### src/rtl/fetch_pkg.sv
package fetch_pkg;
  localparam int unsigned INSTR_W = 12;
  typedef logic [INSTR_W-1:0] instr_t;
  localparam instr_t NOP_WORD = '0;
endpackage

### src/rtl/fetch_phase.sv
module fetch_phase #(
  parameter int unsigned CLKS_PER_CYCLE = 4,
  localparam int unsigned PH_W = (CLKS_PER_CYCLE > 1) ? $clog2(CLKS_PER_CYCLE) : 1
) (
  input  logic            clk,
  input  logic            rst,
  output logic [PH_W-1:0] phase,
  output logic            cyc_end
);
  localparam logic [PH_W-1:0] PH_LAST = PH_W'(CLKS_PER_CYCLE - 1);

  assign cyc_end = (phase == PH_LAST);

  always_ff @(posedge clk) begin
    if (rst)          phase <= '0;
    else if (cyc_end) phase <= '0;
    else              phase <= phase + 1'b1;
  end
endmodule

### src/rtl/fetch_pc.sv
module fetch_pc #(
  parameter int unsigned PMEM_DEPTH = 1024,
  parameter int unsigned RESET_VEC  = PMEM_DEPTH - 1,
  localparam int unsigned PC_W = $clog2(PMEM_DEPTH)
) (
  input  logic            clk,
  input  logic            rst,
  input  logic            step,
  input  logic            load,
  input  logic [PC_W-1:0] target,
  output logic [PC_W-1:0] pc
);
  localparam logic [PC_W-1:0] PC_TOP = PC_W'(PMEM_DEPTH - 1);
  localparam logic [PC_W-1:0] PC_RST = PC_W'(RESET_VEC);

  logic [PC_W-1:0] pc_seq;
  assign pc_seq = (pc == PC_TOP) ? '0 : pc + 1'b1;

  always_ff @(posedge clk) begin
    if (rst)       pc <= PC_RST;
    else if (load) pc <= target;
    else if (step) pc <= pc_seq;
  end
endmodule

### src/rtl/fetch_slot.sv
module fetch_slot #(
  parameter int unsigned PC_W = 10
) (
  input  logic             clk,
  input  logic             rst,
  input  logic             advance,
  input  logic             flush,
  input  fetch_pkg::instr_t word_in,
  input  logic [PC_W-1:0]  addr_in,
  output fetch_pkg::instr_t instr,
  output logic [PC_W-1:0]  instr_addr,
  output logic             valid
);
  always_ff @(posedge clk) begin
    if (rst) begin
      instr      <= fetch_pkg::NOP_WORD;
      instr_addr <= '0;
      valid      <= 1'b0;
    end else if (flush) begin
      instr      <= fetch_pkg::NOP_WORD;
      valid      <= 1'b0;
    end else if (advance) begin
      instr      <= word_in;
      instr_addr <= addr_in;
      valid      <= 1'b1;
    end
  end
endmodule

### src/rtl/fetch_pipe.sv
module fetch_pipe #(
  parameter int unsigned PMEM_DEPTH     = 1024,
  parameter int unsigned CLKS_PER_CYCLE = 4,
  parameter int unsigned RESET_VEC      = PMEM_DEPTH - 1,
  localparam int unsigned PC_W = $clog2(PMEM_DEPTH),
  localparam int unsigned PH_W = (CLKS_PER_CYCLE > 1) ? $clog2(CLKS_PER_CYCLE) : 1
) (
  input  logic                          clk,
  input  logic                          rst,
  output logic [PC_W-1:0]               pmem_addr,
  input  logic [fetch_pkg::INSTR_W-1:0] pmem_data,
  input  logic                          br_req,
  input  logic [PC_W-1:0]               br_target,
  output logic [fetch_pkg::INSTR_W-1:0] instr,
  output logic [PC_W-1:0]               instr_addr,
  output logic                          instr_valid,
  output logic [PH_W-1:0]               phase
);
  logic cyc_end;
  logic take;
  logic seq;

  assign take = cyc_end & br_req & instr_valid;
  assign seq  = cyc_end & ~take;

  fetch_phase #(.CLKS_PER_CYCLE(CLKS_PER_CYCLE)) u_phase (
    .clk(clk), .rst(rst), .phase(phase), .cyc_end(cyc_end)
  );

  fetch_pc #(.PMEM_DEPTH(PMEM_DEPTH), .RESET_VEC(RESET_VEC)) u_pc (
    .clk(clk), .rst(rst), .step(seq), .load(take),
    .target(br_target), .pc(pmem_addr)
  );

  fetch_slot #(.PC_W(PC_W)) u_slot (
    .clk(clk), .rst(rst), .advance(seq), .flush(take),
    .word_in(pmem_data), .addr_in(pmem_addr),
    .instr(instr), .instr_addr(instr_addr), .valid(instr_valid)
  );
endmodule

### config.mk
export PLATFORM = sky130hd
export DESIGN_NAME = fetch_pipe
export DESIGN_NICKNAME = d
export VERILOG_FILES = /design/src/rtl/fetch_pkg.sv /design/src/rtl/fetch_phase.sv /design/src/rtl/fetch_pc.sv /design/src/rtl/fetch_slot.sv /design/src/rtl/fetch_pipe.sv
export SDC_FILE = /design/constraint.sdc
export NUM_CORES = 1
export LEC_CHECK = 0
export BUFFER_PORTS_ARGS = -buffer_cell sky130_fd_sc_hd__buf_4
export CORE_AREA = 5 5 65 67
export DETAILED_ROUTE_END_ITERATION = 10
export DIE_AREA = 0 0 70 72
export GPL_TIMING_DRIVEN = 0
export HOLD_SLACK_MARGIN = 0.02
export PLACE_DENSITY_LB_ADDON = 0.15
export SLEW_MARGIN = 10
export SYNTH_ARGS = -nofsm -noshare
export SYNTH_HDL_FRONTEND = slang
export SYNTH_SLANG_ARGS = --single-unit
export TNS_END_PERCENT = 20
### constraint.sdc
create_clock -name clk -period 3.6 [get_ports clk]
set_input_delay 0.18 -clock clk [delete_from_list [all_inputs] [get_ports clk]]
set_output_delay 0.18 -clock clk [all_outputs]
set_load 0.05 [all_outputs]
==> key figures, run 1 <==
Outcome
  – Run status: finished clean

Global routing
  – Residual overflow from global routing: 0
  – Global-route track usage on met2: 29.17%
  – Peak-usage layer in the global routing report: met2
  – Fraction of met3 tracks used by global routing: 5.402%
  – Number of global-route vias before repair: 1495
  – Global-route track usage on met1: 19.80%
  – Global-route wire length before repair: 6.920 mm
  – Largest net degree at the start of global routing: 11
  – Antenna violations before repair: 0
  – Total Routing Usage GR: 16.87%

Yosys
  – Total standard cell area after synthesis: 0.001554 mm²
  – Synthesized flop and latch total: 35
  – Post-synth cell types: 39
  – Post-Synth XOR/XNOR Area: 0%
  – Yosys synthesis warning count: 0
  – Combinational family with the most area after synthesis: simple AND/OR/NAND/NOR gates
  – Net count after synthesis: 217
  – Async set or reset register ratio after synthesis: 0%
  – Post-synth EDFFs: 0
  – Adder-cell share of the synthesized area: 2.415%
  – Mapped Cells: 189
  – Primary flip-flop cell chosen by synthesis mapping: dfxtp_1
  – Mean cell area of the mapped netlist: 8.222 µm²
  – Fraction of synthesized area in multiplexers: 0.6441%
  – Synth Area in Compound Gates: 20.93%
  – Share of the yosys chip area belonging to registers: 45.09%
  – Post-Synth Simple-Gate Area: 26.73%

Placement
  – Final RePlAce weighted congestion: 0.7992
  – Half-perimeter wire length after detailed placement: 3.074 mm
  – Total placed instance area: 0.002057 mm²
  – Number of port buffers: 59
  – Worst setup slack before clock tree synthesis: 1.725 ns

Clock tree
  – Bufs on Longest Clock Path: 2
  – Clock sinks: 35
  – Hold Buf Count CTS: 0
  – Clk root buf: clkbuf_4
  – H-Tree Depth: 2
  – Clock transition at the registers of the reported paths: 0.10 ns
  – Post-CTS repair timing setup buffer count: 0
  – CTS Buf Count: 5
  – CTS tree: built
  – Clock insertion delay at the later pin of the skew report: 0.33 ns
  – Gates resized, CTS repair: 0

Setup path
  – Worst path max stage delay: 0.51 ns
  – Path length in cells of the critical path: 5
  – Data required, critical path: 3.83 ns
  – CP endpoint kind: register
  – Slowest library cell on the worst path: dfxtp_1
  – CP Class: register to register
  – Largest fanout on the critical path: 8
  – List of cells traversed by the critical path: ha_1 -> nand4_4 -> o31ai_4 -> o21ai_2 -> a211o_1
  – Worst path buffer plus inverter count: 0
  – Length in cells of the worst reg-to-reg path: 5
  – Worst Path Arrival: 2.14 ns
  – Setup slack, reg-to-reg: 1.69 ns
  – Reg2reg end: u_pc.pc[5]
  – Critical R2R Launch: u_pc.pc[0]
  – Sort of element at the start of the critical path: register
  – Largest delay share family, worst path: compound AO/OA/AOI/OAI gates

STA
  – Pins over their slew limit: 0
  – Unrepaired setup endpoints after global routing: false
  – Max-slew headroom at the worst pin: 69.03%
  – Final worst path period share: 53.01%
  – Setup skew after layout: 0.001241 ns
  – Final setup fails: 0
  – Crit path time final: 1.908 ns
  – Final setup TNS: 0 ns
  – FMAX: 524.1 MHz
  – Worst path setup slack after routing: 1.692 ns
  – Slew at the pin closest to its max-slew limit: 0.4645 ns
  – Number of hold violations in the final report: 0

Layout
  – Diodes inserted: 0
  – Fill count: 357
  – Top library cells by usage in the layout, fill and taps aside: buf_4 (59), dfxtp_1 (35), nand2_1 (28), a21oi_1 (27), nor2_1 (18)
  – Post-synthesis to final-layout area growth: 35.99%
  – Post-layout nets: 283
  – Final Cell Area: 0.002113 mm²
  – Fraction of final layout cells with drive strength greater than 1: 29.02%
  – Most common cell after layout, fill and taps aside: buf_4

Routing
  – Router iterations before antenna repair: 4
  – Final ANT Viol Nets: 0
  – Routed vias: 1545
  – Post-detailed-route wirelength per cell: 13.53 µm
  – Detail-routed via count per cell: 5.099
  – Number of design rule violations left after detail routing: 0
  – Total length of routed wires: 4.100 mm
  – Iteration-0 DRC Markers: 65

Pwr
  – Leak pwr: 0.9551 nW
  – Largest vdd supply drop: 240.8 µV
  – Post-layout total power: 0.9667 mW
  – Power density normalized to cell area: 457.4 mW/mm²

Hold path
  – Worst hold path endpoint: u_slot.instr[11]
  – Launch point of the worst hold path: pmem_data[11]
  – Hold crit path type: primary input to register
  – Worst Hold Path Cells: 3

Floorplan
  – Area of the core: 0.003578 mm²
  – Number of top-level design ports: 60
  – Die height: 72 µm
  – Floorplan row count: 22
  – Floorplan die width: 70 µm
  – Area enclosed by the die boundary: 0.005040 mm²
  – Starting density of the core: 43.43%

Job
  – Total of max-cap violations: 0
-- flip-flops by register name (all words and copies together), names as in the netlist --
| register | count |
|---|---|
| u_pc.pc | 10 |
| u_phase.phase | 2 |
| u_slot.instr_addr | 10 |
| u_slot.valid | 1 |
| u_slot.instr | 12 |
-- kinds of logic after synthesis --
group / count (synthesis)
AOI/OAI and AO/OA: 51
adders and majority gates: 3
buffers and inverters: 16
DFF: 35
muxes: 1
and+or+nand+nor: 83
-- through the flow --
| step | util, % | instances | hold WS [ns] |
|---|---|---|---|
| after global placement | 57.48 | 296 | 0.4071 |
| after CTS | 59.06 | 303 | 0.06065 |
| final | 59.06 | 303 | 0.07126 |
| after global routing | 59.06 | 303 | 0.06300 |
| after floorplan | - | 189 | 0.3192 |
| after detailed placement | 57.48 | 296 | 0.4199 |
-- area by class of cell --
cell class / instances / area [µm²] / area share, %
inverter: 5 / 18.77 / 0.8881
sequential: 35 / 700.7 / 33.16
clock inverter: 1 / 5.005 / 0.2368
timing repair buffer: 59 / 442.9 / 20.96
clock buffer: 6 / 51.30 / 2.427
buffer: 11 / 46.29 / 2.191
multi-input combinational: 138 / 788.3 / 37.30
tap: 48 / 60.06 / 2.842
-- synthesized netlist by cell type (all sizes together) (2+ instances only) --
library cell | instances | area share, %
nand2 | 28 | 6.8
clkbuf | 7 | 1.8
nand3b | 2 | 0.97
a21oi | 27 | 8.7
o211ai | 3 | 1.4
inv | 5 | 1.2
nor2b | 13 | 5.2
buf | 4 | 1.2
nor2 | 18 | 4.3
nand4 | 3 | 2.2
dfxtp | 35 | 45
o2111ai | 2 | 1.1
nor3 | 4 | 1.3
o31a | 2 | 1.1
o21ai | 6 | 2.2
a31oi | 3 | 1.2
ha | 3 | 2.4
nand3 | 8 | 2.6
-- worst register-to-register path, cell delays in order, from the launching register on --
cell and delay, ns:
dfxtp_1 0.51, ha_1 0.36, nand4_4 0.17, o31ai_4 0.39, o21ai_2 0.10, a211o_1 0.28
-- power breakdown --
| group | internal (mW) | switching (mW) |
|---|---|---|
| Sequential | 0.413 | 0.0262 |
| Combinational | 0.115 | 0.197 |
| Clock | 0.0904 | 0.125 |
-- worst max-delay path by stage --
stage          slack [ns]                    to             start
2_1_floorplan        1.55            u_pc.pc[5]        u_pc.pc[0]
3_3_place_gp         1.72            u_pc.pc[5]        u_pc.pc[0]
3_5_place_dp         1.73            u_pc.pc[5]        u_pc.pc[0]
4_1_cts              1.70            u_pc.pc[5]        u_pc.pc[0]
5_1_grt              1.49  u_slot.instr_addr[6]  u_phase.phase[0]
6_report             1.69            u_pc.pc[5]        u_pc.pc[0]
-- layer usage --
| metal | share of wire (%) | wire [µm] |
|---|---|---|
| met2 | 48 | 1951 |
| met3 | 6.4 | 262 |
| met1 | 45 | 1828 |
| met5 | 0 | 0 |
| met4 | 1.4 | 57 |
Note: power is estimated with default switching activity, not from simulation.
==> run 2: changes to the inputs <==
--- a/config.mk
+++ b/config.mk
@@ -5,10 +5,11 @@
 export SDC_FILE = /design/constraint.sdc
 export NUM_CORES = 1
 export LEC_CHECK = 0
+export ABC_AREA = 1
 export BUFFER_PORTS_ARGS = -buffer_cell sky130_fd_sc_hd__buf_4
-export CORE_AREA = 5 5 65 67
+export CORE_AREA = 5 5 66 68
 export DETAILED_ROUTE_END_ITERATION = 10
-export DIE_AREA = 0 0 70 72
+export DIE_AREA = 0 0 71 73
 export GPL_TIMING_DRIVEN = 0
 export HOLD_SLACK_MARGIN = 0.02
 export PLACE_DENSITY_LB_ADDON = 0.15
==> constraint.sdc (replaced) <==
create_clock -name clk -period 1.5 [get_ports clk]
set_input_delay 0.075 -clock clk [delete_from_list [all_inputs] [get_ports clk]]
set_output_delay 0.075 -clock clk [all_outputs]
set_load 0.05 [all_outputs]
==> run 2 against run 1 <==
Design area up 7.2%. First-iteration DRC count up 74%. Cell count up 11%. Non-clock buffer count up 4. Critical path type unchanged. Critical endpoint is now u_pc.pc[6].
==> key figures, run 2 <==
Pwr
  – Post-layout total power: 2.756 mW
  – Leak pwr: 1.105 nW
  – Largest vdd supply drop: 698.8 µV
  – Power density normalized to cell area: 1216 mW/mm²

Clock tree
  – CTS tree: built
  – H-Tree Depth: 2
  – Bufs on Longest Clock Path: 2
  – Clk root buf: clkbuf_8
  – Clock transition at the registers of the reported paths: 0.07 ns
  – Clock insertion delay at the later pin of the skew report: 0.28 ns
  – CTS Buf Count: 5
  – Clock sinks: 35

Routing
  – Iteration-0 DRC Markers: 113
  – Router iterations before antenna repair: 4
  – Detail-routed via count per cell: 4.754
  – Post-detailed-route wirelength per cell: 12.34 µm
  – Final ANT Viol Nets: 0
  – Routed vias: 1602
  – Number of design rule violations left after detail routing: 0
  – Total length of routed wires: 4.158 mm

STA
  – Final worst path period share: 92.31%
  – Slew at the pin closest to its max-slew limit: 0.2948 ns
  – Number of hold violations in the final report: 0
  – Pins over their slew limit: 0
  – Final setup TNS: 0 ns
  – Final setup fails: 0
  – Max-slew headroom at the worst pin: 80.32%
  – Setup skew after layout: 0.004096 ns
  – FMAX: 722.2 MHz
  – Crit path time final: 1.385 ns

Floorplan
  – Area of the core: 0.003799 mm²
  – Starting density of the core: 40.74%
  – Number of top-level design ports: 60
  – Die height: 73 µm
  – Floorplan die width: 71 µm
  – Floorplan row count: 23
  – Area enclosed by the die boundary: 0.005183 mm²

Hold path
  – Launch point of the worst hold path: pmem_data[9]
  – Hold crit path type: primary input to register
  – Worst hold path endpoint: u_slot.instr[9]
  – Worst Hold Path Cells: 3

Setup path
  – Reg2reg end: u_pc.pc[6]
  – CP Class: register to register
  – CP endpoint kind: register
  – Largest fanout on the critical path: 5
  – Worst Path Arrival: 1.56 ns
  – Critical R2R Launch: u_pc.pc[0]
  – CP most frequent cell: nand2_1
  – Setup slack, reg-to-reg: 0.12 ns
  – Worst path max stage delay: 0.38 ns
  – Slowest library cell on the worst path: dfxtp_4
  – List of cells traversed by the critical path: ha_2 -> nand3_1 -> nor2_2 -> nand2_1 -> o22ai_1 -> nand2_1 -> nand2_1 -> nand2_1
  – Data required, critical path: 1.68 ns
  – Length in cells of the worst reg-to-reg path: 8
  – Sort of element at the start of the critical path: register

Yosys
  – Post-synth cell types: 27
  – Total standard cell area after synthesis: 0.001548 mm²
  – Most area-consuming cells after synthesis: dfxtp_1 (45%), nand2_1 (16%), a21oi_1 (8.1%)
  – Mean cell area of the mapped netlist: 7.266 µm²
  – Synth top area share: 45.27%
  – Net count after synthesis: 241
  – Async set or reset register ratio after synthesis: 0%
  – Share of the yosys chip area belonging to registers: 45.27%
  – Mapped Cells: 213
  – Largest area contributor in the netlist: dfxtp_1
  – Synthesized flop and latch total: 35
  – Cell types with the highest counts after synthesis: nand2_1 (68), dfxtp_1 (35), a21oi_1 (25), nor2_1 (14), o21ai_0 (13)
  – Yosys synthesis warning count: 0
  – Primary flip-flop cell chosen by synthesis mapping: dfxtp_1
  – Post-synth EDFFs: 0
  – Most used standard cell by instance count after synthesis: nand2_1

Layout
  – Most common cell after layout, fill and taps aside: nand2_1
  – Post-synthesis to final-layout area growth: 46.40%
  – Final standard cell count with taps included and fillers excluded: 337
  – Final Cell Area: 0.002266 mm²
  – Flip-flop count of the largest register after layout: 12
  – Biggest regs: u_slot.instr (12), u_pc.pc (10), u_slot.instr_addr (10)
  – Utilization after layout: 59.65%
  – Fraction of final layout cells with drive strength greater than 1: 33.80%
  – Post-layout nets: 314
  – Top library cells by usage in the layout, fill and taps aside: nand2_1 (68), buf_4 (67), dfxtp_1 (30), a21oi_1 (25), nor2_1 (14)
  – Diodes inserted: 0
  – Top register by number of flip-flops: u_slot.instr

Global routing
  – Residual overflow from global routing: 0
  – Global-route wire length before repair: 6.693 mm
  – Antenna violations before repair: 0
  – Number of global-route vias before repair: 1439
  – Largest net degree at the start of global routing: 12
  – Total Routing Usage GR: 16.42%

Placement
  – Number of port buffers: 59
  – Final RePlAce weighted congestion: 0.7997
  – Total placed instance area: 0.002069 mm²
  – Cell count after placement: 322
  – Half-perimeter wire length after detailed placement: 3.063 mm

Outcome
  – Run status: finished clean

Job
  – Total of max-cap violations: 0
run 2: cell count changes in the layout (fill, tap and decap cells not counted), moves of 4 or more:
cell | before | now
buf_4 | 59 | 67
clkbuf_1 | 6 | 1
clkbuf_4 | 5 | 0
clkbuf_8 | 1 | 5
dfxtp_1 | 35 | 30
dfxtp_4 | 0 | 4
inv_1 | 5 | 12
nand2_1 | 28 | 68
nand3_1 | 8 | 12
nor2_1 | 18 | 14
nor2b_1 | 13 | 0
o21ai_0 | 4 | 13
o21ai_1 | 1 | 6
run 2: layer usage:
layer  vias up  track usage [%]  part of all wire (%)
met3         6            5.372                   6.4
met5         -                0                     0
met4         0            5.637                   1.2
met1       714            21.10                    46
met2        41            25.95                    47
li1        841                -                     -
run 2: cells by family after synthesis:
group                      count (synthesis)  synth area share, %
AOI/OAI and AO/OA                         48                16.57
xor gates and xnor gates                   1               0.5660
adders and majority gates                  3                2.425
buffers and inverters                     22                7.032
DFF                                       35                45.27
and+or+nand+nor                          104                28.13
run 2: repair_timing:
item / in CTS / in global routing
setup buffers: 0 / 6
hold buffers: 1 / 0
resized for setup: 0 / 5
hold endpoints to repair: 1 / 0
setup endpoints to repair: 0 / 20
run 2: layout make-up:
| cell class | instances | area [µm²] |
|---|---|---|
| multi-input combinational | 156 | 750.7 |
| tap | 50 | 62.56 |
| inverter | 14 | 52.55 |
| fill | 389 | 1533 |
| clock buffer | 7 | 97.59 |
| sequential | 35 | 716.9 |
| buffer | 8 | 57.56 |
| timing repair buffer | 66 | 498.0 |
| clock inverter | 1 | 30.03 |
run 2: how the worst max path moves through the flow:
stage                      from               end  slack (ns)  depth (start not counted)
6_report             u_pc.pc[0]        u_pc.pc[6]        0.12                          8
3_3_place_gp   u_phase.phase[0]   u_slot.instr[9]        0.06                          5
2_1_floorplan        u_pc.pc[3]        u_pc.pc[6]       0.009                          7
4_1_cts        u_phase.phase[0]   u_slot.instr[3]        0.05                          5
5_1_grt              u_pc.pc[0]        u_pc.pc[1]      -0.006                         10
3_5_place_dp   u_phase.phase[0]  u_slot.instr[10]        0.06                          5
run 2: metrics by stage:
step / hold slack, ns / setup WS (ns)
after CTS: 0.03199 / 0.05477
final: 0.04253 / 0.1153
after global placement: 0.3150 / 0.06252
after global routing: 0.03516 / -0.006451
after detailed placement: 0.3118 / 0.05810
after floorplan: 0.1364 / 0.009417
run 2: worst max-delay path: cells and delay by family (launching register included):
family | cells | cell delay (ns)
adder cells (fa/ha/maj) | 1 | 0.19
AO/OA/AOI/OAI | 1 | 0.13
AND/OR/NAND/NOR | 6 | 0.58
flip-flops | 1 | 0.38
run 2: power by group:
part / total (mW) / leakage [nW] / switching (mW) / internal [mW]
Sequential: 1.05 / 0.285 / 0.0567 / 0.992
Combinational: 0.771 / 0.756 / 0.487 / 0.284
Clock: 0.936 / 0.0636 / 0.338 / 0.597
Total: 2.76 / 1.11 / 0.882 / 1.87
